<file path="src/rtl/sos_pkg.sv">
package sos_pkg;

   // Engine-level sequencing
   typedef enum logic [1:0] {
      ST_IDLE,
      ST_RUN,
      ST_OUT
   } eng_state_t;

   // Per-section steps on the shared datapath
   typedef enum logic [2:0] {
      PH_FB1,
      PH_FB2,
      PH_FF0,
      PH_FF1,
      PH_FF2,
      PH_WB
   } sec_phase_t;

   // Accumulator operations
   typedef enum logic [2:0] {
      MAC_HOLD,
      MAC_SEED_SUB,
      MAC_SUB,
      MAC_LOAD,
      MAC_ADD
   } mac_op_t;

   localparam int unsigned TAPS_PER_SEC   = 5;
   localparam int unsigned PHASES_PER_SEC = 6;

   localparam int unsigned TAP_B0 = 0;
   localparam int unsigned TAP_B1 = 1;
   localparam int unsigned TAP_B2 = 2;
   localparam int unsigned TAP_A1 = 3;
   localparam int unsigned TAP_A2 = 4;

endpackage

</file>
<file path="src/rtl/sos_cround_sat.sv">
module sos_cround_sat #(
   parameter int unsigned IN_W  = 44,
   parameter int unsigned SHIFT = 15,
   parameter int unsigned OUT_W = 25
)(
   input  logic signed [IN_W-1:0]  din,
   output logic signed [OUT_W-1:0] dout
);
   localparam int unsigned Q_W = IN_W - SHIFT;
   localparam logic [SHIFT-1:0] HALF = {1'b1, {(SHIFT-1){1'b0}}};
   localparam logic signed [OUT_W-1:0] POS_LIM = {1'b0, {(OUT_W-1){1'b1}}};
   localparam logic signed [OUT_W-1:0] NEG_LIM = {1'b1, {(OUT_W-1){1'b0}}};

   if (SHIFT < 2) begin : g_bad_shift
      $error("sos_cround_sat: SHIFT must be at least 2");
   end
   if (Q_W < OUT_W) begin : g_bad_width
      $error("sos_cround_sat: IN_W - SHIFT must cover OUT_W");
   end

   logic [Q_W-1:0]   q;
   logic [SHIFT-1:0] rem;
   logic             up;
   logic [Q_W:0]     qr;
   logic             ovf;

   assign q   = din[IN_W-1:SHIFT];
   assign rem = din[SHIFT-1:0];
   assign up  = (rem > HALF) || ((rem == HALF) && q[0]);
   assign qr  = {q[Q_W-1], q} + {{Q_W{1'b0}}, up};
   assign ovf = !((&qr[Q_W:OUT_W-1]) || !(|qr[Q_W:OUT_W-1]));

   always_comb begin
      if (ovf) dout = qr[Q_W] ? NEG_LIM : POS_LIM;
      else     dout = qr[OUT_W-1:0];
   end
endmodule

</file>
<file path="src/rtl/sos_mac.sv">
module sos_mac import sos_pkg::*; #(
   parameter int unsigned A_W   = 25,
   parameter int unsigned B_W   = 17,
   parameter int unsigned FRAC  = 15,
   parameter int unsigned ACC_W = A_W + B_W + 2
)(
   input  logic                       clk,
   input  logic                       rst_n,
   input  mac_op_t                    op,
   input  logic signed [A_W-1:0]      opa,
   input  logic signed [B_W-1:0]      opb,
   input  logic signed [A_W-1:0]      seed,
   output logic signed [A_W+B_W-1:0]  prod,
   output logic signed [ACC_W-1:0]    acc
);
   localparam int unsigned PROD_W = A_W + B_W;

   if (ACC_W <= PROD_W || ACC_W <= A_W + FRAC) begin : g_bad_acc
      $error("sos_mac: accumulator too narrow");
   end

   logic signed [PROD_W-1:0] pa, pb;
   logic signed [ACC_W-1:0]  prod_x, seed_x, acc_d;

   assign pa     = {{B_W{opa[A_W-1]}}, opa};
   assign pb     = {{A_W{opb[B_W-1]}}, opb};
   assign prod   = pa * pb;
   assign prod_x = {{(ACC_W-PROD_W){prod[PROD_W-1]}}, prod};
   assign seed_x = {{(ACC_W-A_W-FRAC){seed[A_W-1]}}, seed, {FRAC{1'b0}}};

   always_comb begin
      unique case (op)
         MAC_SEED_SUB: acc_d = seed_x - prod_x;
         MAC_SUB:      acc_d = acc - prod_x;
         MAC_LOAD:     acc_d = prod_x;
         MAC_ADD:      acc_d = acc + prod_x;
         default:      acc_d = acc;
      endcase
   end

   always_ff @(posedge clk or negedge rst_n) begin
      if (!rst_n) acc <= '0;
      else        acc <= acc_d;
   end
endmodule

</file>
<file path="src/rtl/sos_coef_bank.sv">
module sos_coef_bank import sos_pkg::*; #(
   parameter int unsigned N_SEC  = 3,
   parameter int unsigned COEF_W = 17,
   parameter int unsigned FRAC   = 15,
   parameter int unsigned ADDR_W = 4,
   parameter int unsigned SEC_W  = 2
)(
   input  logic                      clk,
   input  logic                      rst_n,
   input  logic                      we,
   input  logic [ADDR_W-1:0]         addr,
   input  logic signed [COEF_W-1:0]  wdata,
   input  logic [SEC_W-1:0]          sel_sec,
   output logic signed [COEF_W-1:0]  b0,
   output logic signed [COEF_W-1:0]  b1,
   output logic signed [COEF_W-1:0]  b2,
   output logic signed [COEF_W-1:0]  a1,
   output logic signed [COEF_W-1:0]  a2,
   output logic signed [COEF_W-1:0]  scale
);
   localparam int unsigned SCALE_IDX = N_SEC * TAPS_PER_SEC;
   localparam int unsigned N_COEF    = SCALE_IDX + 1;
   localparam logic signed [COEF_W-1:0] ONE =
      {{(COEF_W-FRAC-1){1'b0}}, 1'b1, {FRAC{1'b0}}};

   if (COEF_W < FRAC + 2) begin : g_bad_coef
      $error("sos_coef_bank: COEF_W must hold the value 1.0");
   end
   if ((1 << ADDR_W) < N_COEF) begin : g_bad_addr
      $error("sos_coef_bank: ADDR_W too small for coefficient count");
   end

   logic signed [COEF_W-1:0] bank [N_COEF];

   function automatic logic signed [COEF_W-1:0] rst_val(int unsigned idx);
      if (idx == SCALE_IDX)               return ONE;
      if ((idx % TAPS_PER_SEC) == TAP_B0) return ONE;
      return '0;
   endfunction

   always_ff @(posedge clk or negedge rst_n) begin
      if (!rst_n) begin
         for (int unsigned i = 0; i < N_COEF; i++) bank[i] <= rst_val(i);
      end else if (we) begin
         for (int unsigned i = 0; i < N_COEF; i++)
            if (addr == ADDR_W'(i)) bank[i] <= wdata;
      end
   end

   always_comb begin
      b0 = '0; b1 = '0; b2 = '0; a1 = '0; a2 = '0;
      for (int unsigned s = 0; s < N_SEC; s++) begin
         if (sel_sec == SEC_W'(s)) begin
            b0 = bank[s*TAPS_PER_SEC + TAP_B0];
            b1 = bank[s*TAPS_PER_SEC + TAP_B1];
            b2 = bank[s*TAPS_PER_SEC + TAP_B2];
            a1 = bank[s*TAPS_PER_SEC + TAP_A1];
            a2 = bank[s*TAPS_PER_SEC + TAP_A2];
         end
      end
   end

   assign scale = bank[SCALE_IDX];
endmodule

</file>
<file path="src/rtl/sos_state_mem.sv">
module sos_state_mem #(
   parameter int unsigned N_SEC = 3,
   parameter int unsigned ST_W  = 25,
   parameter int unsigned SEC_W = 2
)(
   input  logic                    clk,
   input  logic                    rst_n,
   input  logic [SEC_W-1:0]        rd_sec,
   input  logic                    smp_we,
   input  logic signed [ST_W-1:0]  smp_data,
   input  logic                    upd_we,
   input  logic signed [ST_W-1:0]  upd_w,
   input  logic signed [ST_W-1:0]  upd_y,
   output logic signed [ST_W-1:0]  w1_o,
   output logic signed [ST_W-1:0]  w2_o,
   output logic signed [ST_W-1:0]  in_o,
   output logic signed [ST_W-1:0]  last_o
);
   logic signed [ST_W-1:0] w1 [N_SEC];
   logic signed [ST_W-1:0] w2 [N_SEC];
   logic signed [ST_W-1:0] io [N_SEC+1];

   always_ff @(posedge clk or negedge rst_n) begin
      if (!rst_n) begin
         for (int unsigned s = 0; s < N_SEC; s++) begin
            w1[s] <= '0;
            w2[s] <= '0;
         end
         for (int unsigned s = 0; s <= N_SEC; s++) io[s] <= '0;
      end else begin
         if (smp_we) io[0] <= smp_data;
         if (upd_we) begin
            for (int unsigned s = 0; s < N_SEC; s++) begin
               if (rd_sec == SEC_W'(s)) begin
                  w2[s]   <= w1[s];
                  w1[s]   <= upd_w;
                  io[s+1] <= upd_y;
               end
            end
         end
      end
   end

   always_comb begin
      w1_o = '0; w2_o = '0; in_o = '0;
      for (int unsigned s = 0; s < N_SEC; s++) begin
         if (rd_sec == SEC_W'(s)) begin
            w1_o = w1[s];
            w2_o = w2[s];
            in_o = io[s];
         end
      end
   end

   assign last_o = io[N_SEC];
endmodule

</file>
<file path="src/rtl/sos_iir_engine.sv">
module sos_iir_engine import sos_pkg::*; #(
   parameter int unsigned DATA_W = 16,
   parameter int unsigned ST_W   = 25,
   parameter int unsigned FRAC   = 15,
   parameter int unsigned COEF_W = 17,
   parameter int unsigned N_SEC  = 3,
   parameter int unsigned ADDR_W = 4
)(
   input  logic                       clk,
   input  logic                       rst_n,
   input  logic                       in_valid,
   input  logic signed [DATA_W-1:0]   in_data,
   output logic                       busy,
   output logic                       out_valid,
   output logic signed [DATA_W-1:0]   out_data,
   input  logic                       cfg_we,
   input  logic [ADDR_W-1:0]          cfg_addr,
   input  logic signed [COEF_W-1:0]   cfg_wdata
);
   localparam int unsigned SEC_W  = (N_SEC > 1) ? $clog2(N_SEC) : 1;
   localparam int unsigned PROD_W = ST_W + COEF_W;
   localparam int unsigned ACC_W  = PROD_W + 2;

   if (N_SEC < 1) begin : g_bad_nsec
      $error("sos_iir_engine: N_SEC must be at least 1");
   end
   if (ST_W <= DATA_W) begin : g_bad_state
      $error("sos_iir_engine: ST_W must exceed DATA_W");
   end
   if (FRAC >= COEF_W - 1) begin : g_bad_frac
      $error("sos_iir_engine: FRAC leaves no integer bit in coefficients");
   end

   eng_state_t               state;
   sec_phase_t               ph;
   logic [SEC_W-1:0]         sec;
   logic signed [ST_W-1:0]   w_reg;

   logic signed [COEF_W-1:0] c_b0, c_b1, c_b2, c_a1, c_a2, c_scale;
   logic signed [ST_W-1:0]   m_w1, m_w2, m_in, m_last;
   logic signed [ST_W-1:0]   smp_ext;

   mac_op_t                  mop;
   logic signed [ST_W-1:0]   mopa;
   logic signed [COEF_W-1:0] mopb;
   logic signed [PROD_W-1:0] prod;
   logic signed [ACC_W-1:0]  acc;

   logic signed [ST_W-1:0]   q_state;
   logic signed [DATA_W-1:0] q_out;

   logic accept, upd_we, idle;

   assign idle    = (state == ST_IDLE);
   assign busy    = !idle;
   assign accept  = in_valid && idle;
   assign upd_we  = (state == ST_RUN) && (ph == PH_WB);
   assign smp_ext = {{(ST_W-DATA_W){in_data[DATA_W-1]}}, in_data};

   sos_coef_bank #(
      .N_SEC(N_SEC), .COEF_W(COEF_W), .FRAC(FRAC), .ADDR_W(ADDR_W), .SEC_W(SEC_W)
   ) u_coef (
      .clk(clk), .rst_n(rst_n),
      .we(cfg_we && idle), .addr(cfg_addr), .wdata(cfg_wdata),
      .sel_sec(sec),
      .b0(c_b0), .b1(c_b1), .b2(c_b2), .a1(c_a1), .a2(c_a2), .scale(c_scale)
   );

   sos_state_mem #(
      .N_SEC(N_SEC), .ST_W(ST_W), .SEC_W(SEC_W)
   ) u_mem (
      .clk(clk), .rst_n(rst_n), .rd_sec(sec),
      .smp_we(accept), .smp_data(smp_ext),
      .upd_we(upd_we), .upd_w(w_reg), .upd_y(q_state),
      .w1_o(m_w1), .w2_o(m_w2), .in_o(m_in), .last_o(m_last)
   );

   // Operand selection for the shared multiply-accumulate
   always_comb begin
      mop  = MAC_HOLD;
      mopa = m_last;
      mopb = c_scale;
      if (state == ST_RUN) begin
         unique case (ph)
            PH_FB1: begin mop = MAC_SEED_SUB; mopa = m_w1;    mopb = c_a1; end
            PH_FB2: begin mop = MAC_SUB;      mopa = m_w2;    mopb = c_a2; end
            PH_FF0: begin mop = MAC_LOAD;     mopa = q_state; mopb = c_b0; end
            PH_FF1: begin mop = MAC_ADD;      mopa = m_w1;    mopb = c_b1; end
            PH_FF2: begin mop = MAC_ADD;      mopa = m_w2;    mopb = c_b2; end
            default: begin mop = MAC_HOLD;    mopa = m_last;  mopb = c_scale; end
         endcase
      end
   end

   sos_mac #(
      .A_W(ST_W), .B_W(COEF_W), .FRAC(FRAC), .ACC_W(ACC_W)
   ) u_mac (
      .clk(clk), .rst_n(rst_n), .op(mop),
      .opa(mopa), .opb(mopb), .seed(m_in),
      .prod(prod), .acc(acc)
   );

   // One requantizer serves both the state w and the section result y
   sos_cround_sat #(.IN_W(ACC_W), .SHIFT(FRAC), .OUT_W(ST_W)) u_q_state (
      .din(acc), .dout(q_state)
   );

   sos_cround_sat #(.IN_W(PROD_W), .SHIFT(FRAC), .OUT_W(DATA_W)) u_q_out (
      .din(prod), .dout(q_out)
   );

   always_ff @(posedge clk or negedge rst_n) begin
      if (!rst_n) begin
         state     <= ST_IDLE;
         ph        <= PH_FB1;
         sec       <= '0;
         w_reg     <= '0;
         out_valid <= 1'b0;
         out_data  <= '0;
      end else begin
         out_valid <= 1'b0;
         unique case (state)
            ST_IDLE: begin
               if (accept) begin
                  state <= ST_RUN;
                  sec   <= '0;
                  ph    <= PH_FB1;
               end
            end
            ST_RUN: begin
               unique case (ph)
                  PH_FB1: ph <= PH_FB2;
                  PH_FB2: ph <= PH_FF0;
                  PH_FF0: begin
                     w_reg <= q_state;
                     ph    <= PH_FF1;
                  end
                  PH_FF1: ph <= PH_FF2;
                  PH_FF2: ph <= PH_WB;
                  default: begin
                     ph <= PH_FB1;
                     if (sec == SEC_W'(N_SEC-1)) state <= ST_OUT;
                     else                        sec   <= sec + 1'b1;
                  end
               endcase
            end
            default: begin
               out_data  <= q_out;
               out_valid <= 1'b1;
               state     <= ST_IDLE;
            end
         endcase
      end
   end
endmodule

</file>
<file path="config.mk">
export PLATFORM = sky130hd
export DESIGN_NAME = sos_iir_engine
export DESIGN_NICKNAME = d
export VERILOG_FILES = /design/src/rtl/sos_pkg.sv /design/src/rtl/sos_cround_sat.sv /design/src/rtl/sos_mac.sv /design/src/rtl/sos_coef_bank.sv /design/src/rtl/sos_state_mem.sv /design/src/rtl/sos_iir_engine.sv
export SDC_FILE = /design/constraint.sdc
export NUM_CORES = 2
export LEC_CHECK = 0
export BUFFER_PORTS_ARGS = -buffer_cell sky130_fd_sc_hd__buf_2
export CORE_MARGIN = 2
export CORE_UTILIZATION = 59
export DETAILED_ROUTE_END_ITERATION = 10
export HOLD_SLACK_MARGIN = 0.05
export PLACE_DENSITY_LB_ADDON = 0.2
export REMOVE_ABC_BUFFERS = 1
export SLEW_MARGIN = 40
export SYNTH_ARGS = -nofsm -noshare
export SYNTH_HDL_FRONTEND = slang
export SYNTH_SLANG_ARGS = --single-unit
export TNS_END_PERCENT = 30
</file>
<file path="constraint.sdc">
create_clock -name clk -period 12.6 [get_ports clk]
set_clock_uncertainty 0.05 [all_clocks]
set_input_delay 0.63 -clock clk [delete_from_list [all_inputs] [get_ports clk]]
set_output_delay 0.63 -clock clk [all_outputs]
set_load 0.01 [all_outputs]
</file>
# [Yosys cells after proc, flatten, opt, wreduce, memory -nomap -nowiden]
# Cells that the tools add are included.
[classes] n_addsub=6 multipliers=1 magnitude_cmp=2 eq_ne=33 mux=47 reduce_logical=50
[ops] cell="25-bit 2-to-1 mux" n=12
[ops] cell="17-bit 2-to-1 mux" n=16
[ops] cell="44-bit one-hot mux with 4 select lines" n=1
[ops] cell="17-bit one-hot mux with 5 select lines" n=1
[ops] cell="25-bit one-hot mux with 3 select lines" n=1
[ops] cell="44-bit by 42-bit adder with 44-bit output" n=1
[ops] cell="44-bit by 42-bit subtractor with 44-bit output" n=1
[ops] cell="40-bit by 42-bit subtractor with 43-bit output" n=1
[ops] cell="25-bit by 17-bit multiplier with 42-bit output" n=1
[ops] cell="2-bit AND reduction" n=21
[ops] cell="4-bit equality test (second input constant)" n=8
[ops] cell="16-bit 2-to-1 mux" n=2
[ops] cell="29-bit by 2-bit adder with 30-bit output" n=1
[ops] cell="15-bit equality test (second input constant)" n=2
[ops] cell="15-bit greater-than comparator (second input constant)" n=2
[ops] cell="27-bit by 2-bit adder with 28-bit output" n=1
[ops] cell="4-bit by 3-bit equality test with 1-bit output (second input constant)" n=4
[ops] cell="3-bit one-hot mux with 5 select lines" n=1
[ops] cell="13-bit AND reduction" n=1
[ops] cell="13-bit OR reduction" n=1
[ops] cell="3-bit by 2-bit equality test with 1-bit output (second input constant)" n=4
[ops] cell="2-bit 2-to-1 mux" n=6
[ops] cell="3-bit one-hot mux with 4 select lines" n=1
[ops] cell="3-bit equality test (second input constant)" n=3
[ops] cell="other kinds (26)" n=46
[totals] ff_bits=606 out_inout_bits=18 word_cells=172

# [Longest topological paths before layout]
[depth] ltp_word=19 mapped_depth=54 mapped_depth_nobuf=50

# [Hierarchy]
# A second synthesis with hierarchy kept.
[hier_totals] cells_unflattened=5174 area_unflattened_um2=52105.0
[by_module_without_submodules] module="sos_mac" n_inst=1 cells_per_inst=2842 area_per_inst_um2=23173.5 seq_area_each_um2=1101.1
[by_module_without_submodules] module="sos_coef_bank" n_inst=1 cells_per_inst=908 area_per_inst_um2=12154.2 seq_area_each_um2=6811.5
[by_module_without_submodules] module="sos_state_mem" n_inst=1 cells_per_inst=732 area_per_inst_um2=11093.1 seq_area_each_um2=6256.0
[by_module_without_submodules] module="sos_iir_engine" n_inst=1 cells_per_inst=421 area_per_inst_um2=3726.1 seq_area_each_um2=1226.2
[by_module_without_submodules] module="sos_cround_sat at u_q_out" n_inst=1 cells_per_inst=138 area_per_inst_um2=991.0 seq_area_each_um2=0.0
[by_module_without_submodules] module="sos_cround_sat at u_q_state" n_inst=1 cells_per_inst=133 area_per_inst_um2=967.2 seq_area_each_um2=0.0

# [Worst setup path after synthesis]
# Ideal clock, no wire load.
[synth_path] path_kind="reg2reg" startpoint="register u_mac.acc[15]" endpoint="register u_mac.acc[43]" setup_ps=121 arrival_time_ps=11556 required_ps=12429 path_slack_ps=873 path_stages_with_launch=48 path_buffers=5 synth_period_minus_slack_ps=11727 cell_sequence="dfrtp_1 -> and2_1 -> ha_1 -> and4_1 -> nand2b_1 -> clkbuf_1 -> or4_1 -> a21oi_1 -> a32o_1 -> clkbuf_1 -> a21oi_1 -> a21oi_1 -> o21a_1 -> clkbuf_1 -> nor2_1 -> fa_1 -> inv_1 -> fa_1 -> (+12 left out) -> and4b_1 -> clkbuf_1 -> or4_1 -> nor2_1 -> nand3_1 -> o31ai_1 -> xnor2_1 -> ha_1 -> a2111oi_0 -> a311oi_1 -> a31oi_1 -> o31ai_1 -> o41ai_1 -> o211ai_1 -> o21ai_0 -> xor2_1 -> o21a_1 -> o22a_1"
[synth_via] elab_chain_len=12 word_cells_on_any_way=16
[synth_lines] element="start: declaration" line_no="sos_mac.sv:14" text="output logic signed [ACC_W-1:0] acc"
[synth_lines] element="start signal: assignment" line_no="sos_mac.sv:42" text="if (!rst_n) acc <= '0;"
[synth_lines] element="start signal: assignment" line_no="sos_mac.sv:43" text="else acc <= acc_d;"
[synth_lines] element="1-bit logical AND" line_no="sos_cround_sat.sv:29" text="assign up = (rem > HALF) || ((rem == HALF) && q[0]);"
[synth_lines] element="1-bit logical OR" line_no="sos_cround_sat.sv:29"
[synth_lines] element="29-bit by 2-bit adder with 30-bit output" line_no="sos_cround_sat.sv:30" text="assign qr = {q[Q_W-1], q} + {{Q_W{1'b0}}, up};"
[synth_lines] element="6-bit OR reduction" line_no="sos_cround_sat.sv:31" text="assign ovf = !((&qr[Q_W:OUT_W-1]) || !(|qr[Q_W:OUT_W-1]));"
[synth_lines] element="1-bit zero test" line_no="sos_cround_sat.sv:31"
[synth_lines] element="1-bit logical OR" line_no="sos_cround_sat.sv:31"
[synth_lines] element="25-bit 2-to-1 mux" line_no="sos_cround_sat.sv:34" text="if (ovf) dout = qr[Q_W] ? NEG_LIM : POS_LIM;"
[synth_lines] element="25-bit one-hot mux with 3 select lines" line_no="sos_iir_engine.sv:84" text="unique case (ph)"
[synth_lines] element="25-bit 2-to-1 mux" line_no="sos_iir_engine.sv:83" text="if (state == ST_RUN) begin"
[synth_lines] element="25-bit by 17-bit multiplier with 42-bit output" line_no="sos_mac.sv:27" text="assign prod = pa * pb;"
[synth_lines] element="44-bit by 42-bit adder with 44-bit output, or another cell as far along" line_no="sos_mac.sv:36" text="MAC_ADD: acc_d = acc + prod_x;"
[synth_lines] element="44-bit one-hot mux with 4 select lines (*)" line_no="sos_mac.sv:32" text="unique case (op)"
# Every way passes the cells marked *; elsewhere a longest branch is shown, timed or not.
# A chain may end at the register's enable or synchronous reset.

# [Final worst setup path]
[layout_path] startpoint="register ph[0]" endpoint="register u_mac.acc[43]"
[layout_via] elab_chain_len=7 word_cells_on_any_way=24
[layout_lines] element="start: declaration" line_no="sos_iir_engine.sv:35" text="sec_phase_t ph;"
[layout_lines] element="start signal: assignment" line_no="sos_iir_engine.sv:115" text="ph <= PH_FB1;"
[layout_lines] element="start signal: assignment" line_no="sos_iir_engine.sv:127" text="ph <= PH_FB1;"
[layout_lines] element="start signal: assignment" line_no="sos_iir_engine.sv:132" text="PH_FB1: ph <= PH_FB2;"
[layout_lines] element="3-bit equality test, or another cell as far along" line_no="sos_iir_engine.sv:84"
[layout_lines] element="2-bit OR reduction (no line)"
[layout_lines] element="25-bit one-hot mux with 3 select lines" line_no="sos_iir_engine.sv:84"
[layout_lines] element="25-bit 2-to-1 mux" line_no="sos_iir_engine.sv:83"
[layout_lines] element="25-bit by 17-bit multiplier with 42-bit output" line_no="sos_mac.sv:27"
[layout_lines] element="44-bit by 42-bit adder with 44-bit output, or another cell as far along" line_no="sos_mac.sv:36"
[layout_lines] element="44-bit one-hot mux with 4 select lines" line_no="sos_mac.sv:32"
# Parallel ways exist; a longest one is shown, timed or not.

==> results by group <==
Status
  • Outcome: finished, final reports clean

Clocking
  • Clk slew on worst S/H paths: 0.06 ns
  • CTS tree: done
  • CTS buffer count: 67
  • Clock Sinks: slightly above 600
  • Maximum root-to-sink buffer count: 3
  • # H-tree levels: 3
  • Clock insertion delay at the later pin of the skew report: 0.65 ns
  • Clock root buffer: clkbuf_16

Logic synthesis
  • Ys Warns: 0
  • Cells after Synth: 5231
  • Top FF cell, synth: dfrtp_1
  • Flops & latches, synth: 606
  • Netlist cell types: 98
  • Register area share after synthesis: 30.57%
  • Netlist Area Pre-Place: 49620 sq um
  • Number of flops mapped to enable cells by yosys: 0
  • Syn Area/Cell: around 9.5 sq um
  • Post-synth ARST share: 100.0%

Cells and area
  • Area grow syn2layout: 11.11%
  • Final nets: 5939
  • Area of the multi-input gates: ~32000 sq um
  • Layout filler cell count: between 6000 and 7000
  • Post-layout util: approximately two thirds
  • Largest registers: u_coef.bank x255, u_mem.w1 x75, u_mem.w2 x75
  • Most flops, register: u_coef.bank
  • Share of cells above drive strength 1: 20.65%
  • Largest register FFs: 255
  • Register area: 15170 sq um

STA
  • Final period util: between 90% and 100%
  • Max-slew headroom: 37.82%
  • Tmin final: 12.05 ns
  • Worst-margin pin slew: 0.9229 ns
  • FMAX: 82.97 MHz
  • Final setup fails: 0
  • Fin. Hold Viols: 0
  • WHS: 0.1831 ns
  • Max-slew violations: 0

GRT
  • Initial antenna violation count: 6
  • Largest net degree at the start of global routing: a little under 100
  • First-pass GRT wire length: between 200 and 250 mm
  • Remaining Overflow, GRT: 0
  • Global Route Usage Sum: a little over a third
  • Vias in the first global route: between 40000 and 50000

Floorplanning
  • Chip width: 294.0 um
  • Rows: around 110
  • DIE AREA: 86430 sq um
  • Die Ht: 294.0 um
  • Starting Density: 59.47%
  • I/O Pins: 59
  • Core area: 83420 sq um

Route
  • 1st-pass router iterations: 6
  • Vias/cell: roughly 6.3
  • Drt total wl: 153.5 mm
  • Via Count: between 40000 and 50000
  • Wire per inst: between 20 and 25 um
  • Initial drt markers: 3929
  • Antenna Nets Post-Route: 0
  • DRC: 0

Setup path
  • Kind of critical path: reg2reg
  • Critical Path AT: 12.52 ns
  • Crit Path Max Fanout: 34
  • Slowest-stage cell, CP: dfrtp_1
  • R2r setup slk: 0.55 ns
  • Max incr delay on CP: 0.62 ns
  • Most frequent CP cell: fa_1
  • Crit path required time: 13.07 ns
  • Depth of the worst register-to-register path: 40
  • Setup crit end kind: flop
  • CP Launch Type: flop

Placement
  • GPL Wtd Cong: 1.062
  • DPL Wire Length: 113.3 mm
  • Port buffer count: 58

Worst hold path
  • Worst hold-check path type: in2reg
  • Hold depth: 2

Job
  • # Max-Cap Violations: 0
==> final cells by class <==
cell class	count	share of cell area, %
tap	1080	2.451
clock buffer	90	3.379
clock inverter	30	0.8080
antenna	4	0.01816
sequential	606	27.52
multi-input combinational	3803	58.06
inverter	522	3.561
timing repair buffer	304	4.206
==> cell families after synthesis <==
| kind of cell | count (synthesis) | synth area share (%) |
|---|---|---|
| simple gates | 1488 | 13.04 |
| compound gates | 1013 | 13.50 |
| buf+inv | 822 | 6.320 |
| flops | 606 | 30.57 |
| fa+ha+maj | 594 | 21.30 |
| mux | 543 | 12.34 |
| xor+xnor | 165 | 2.928 |
==> cells in the final DEF (no fill, tap or decap), types with 30 or more instances in the layout <==
cell | Yosys | routed
nor2_1 | 445 | 435
fa_1 | 418 | 418
ha_1 | 176 | 172
mux2i_1 | 31 | 31
a21o_1 | 65 | 65
dfrtp_1 | 602 | 600
o21ai_0 | 205 | 195
buf_4 | 1 | 224
nand2b_1 | 53 | 52
a221oi_1 | 70 | 70
clkbuf_16 | 0 | 67
xnor2_1 | 104 | 101
mux2_2 | 508 | 508
inv_1 | 517 | 516
buf_2 | 19 | 57
o22ai_1 | 46 | 46
a21oi_1 | 281 | 259
nand2_1 | 690 | 677
o211ai_1 | 30 | 30
nor3_1 | 49 | 44
nand3_1 | 61 | 60
xor2_1 | 60 | 59
==> synth_stat cells (9+ instances only) <==
library cell	count	share of area [%]
nand2_1	690	5.2
dfrtp_1	602	30
inv_1	517	3.9
mux2_2	508	12
nor2_1	445	3.4
fa_1	418	17
a21oi_1	281	2.8
clkbuf_1	227	1.7
o21ai_0	205	2.1
ha_1	176	4.4
xnor2_1	104	1.8
a221oi_1	70	1.2
a21o_1	65	0.98
nand3_1	61	0.62
xor2_1	60	1.1
nand2b_1	53	0.67
buf_1	50	0.38
nor3_1	49	0.49
o22ai_1	46	0.58
o21a_1	36	0.54
o21ai_1	35	0.35
mux2i_1	31	0.63
o211ai_1	30	0.45
and3_1	28	0.35
a31oi_1	27	0.34
and2_1	26	0.33
a22oi_1	22	0.33
nor2b_1	20	0.25
buf_2	19	0.19
nand4_1	19	0.24
o221ai_1	17	0.30
o31ai_1	17	0.26
a2111oi_0	15	0.26
nor4_1	14	0.18
or3_1	14	0.18
a211oi_1	13	0.20
a221o_1	13	0.26
o21bai_1	13	0.20
or4_1	11	0.17
and4_1	10	0.18
nand3b_1	10	0.15
o221ai_2	10	0.30
or2_2	9	0.11
==> metrics by stage <==
stage	cells	area (sq um)	setup slack, ns	setup TNS (ns)
2_1_floorplan	4931	48440	-3.388	-112.67
3_3_place_gp	6305	52170	0.1559	0
3_5_place_dp	6309	52320	-0.1288	-0.1397
4_1_cts	6430	54650	0.03348	0
5_1_grt	6436	55120	-0.01566	-0.01800
6_report	6439	55130	0.5481	0
==> worst max-delay path, delay by kind of cell, from the launching register on <==
| family | cells | cell delay, ns |
|---|---|---|
| adder cells (fa/ha/maj) | 8 | 3.94 |
| AO/OA/AOI/OAI | 14 | 3.13 |
| XOR/XNOR | 2 | 0.37 |
| buffers and inverters | 6 | 0.87 |
| AND/OR/NAND/NOR | 10 | 2.87 |
| flip-flops | 1 | 0.62 |
==> per-layer routing <==
metal | vias to the layer above | GRT usage (%) | share of wire (%)
met5 | - | 0 | 0.028
met4 | 6 | 12.53 | 3.7
met3 | 325 | 8.263 | 10
met2 | 1883 | 54.75 | 45
met1 | 20391 | 50.67 | 41
li1 | 17882 | - | -
==> worst paths after layout <==
path                                          start                           end
max                               ph[0]$_DFFE_PN0P_     u_mac.acc[43]$_DFFE_PN0P_
min                                      in_data[0]      u_mem.io[75]$_DFFE_PN0P_
max reg2reg                       ph[0]$_DFFE_PN0P_     u_mac.acc[43]$_DFFE_PN0P_
min reg2reg                u_mem.io[27]$_DFFE_PN0P_      u_mem.io[27]$_DFFE_PN0P_
max in group asynchronous                     rst_n   u_coef.bank[74]$_DFFE_PN0P_
min in group asynchronous                     rst_n  u_coef.bank[230]$_DFFE_PN0P_
==> what timing repair did <==
action                                 in CTS  in global routing
gates resized for setup                     8                 89
endpoints found under the hold margin      81                  0
buffers inserted                            0                  3
setup endpoints to repair                   3                 31
hold buffers                                1                  0
gates cloned                                0                  1
pin swaps                                   0                  1
Power is left out: the tool's default activity adds up to more than one toggle a clock period on the data nets, which glitch-free logic cannot reach.
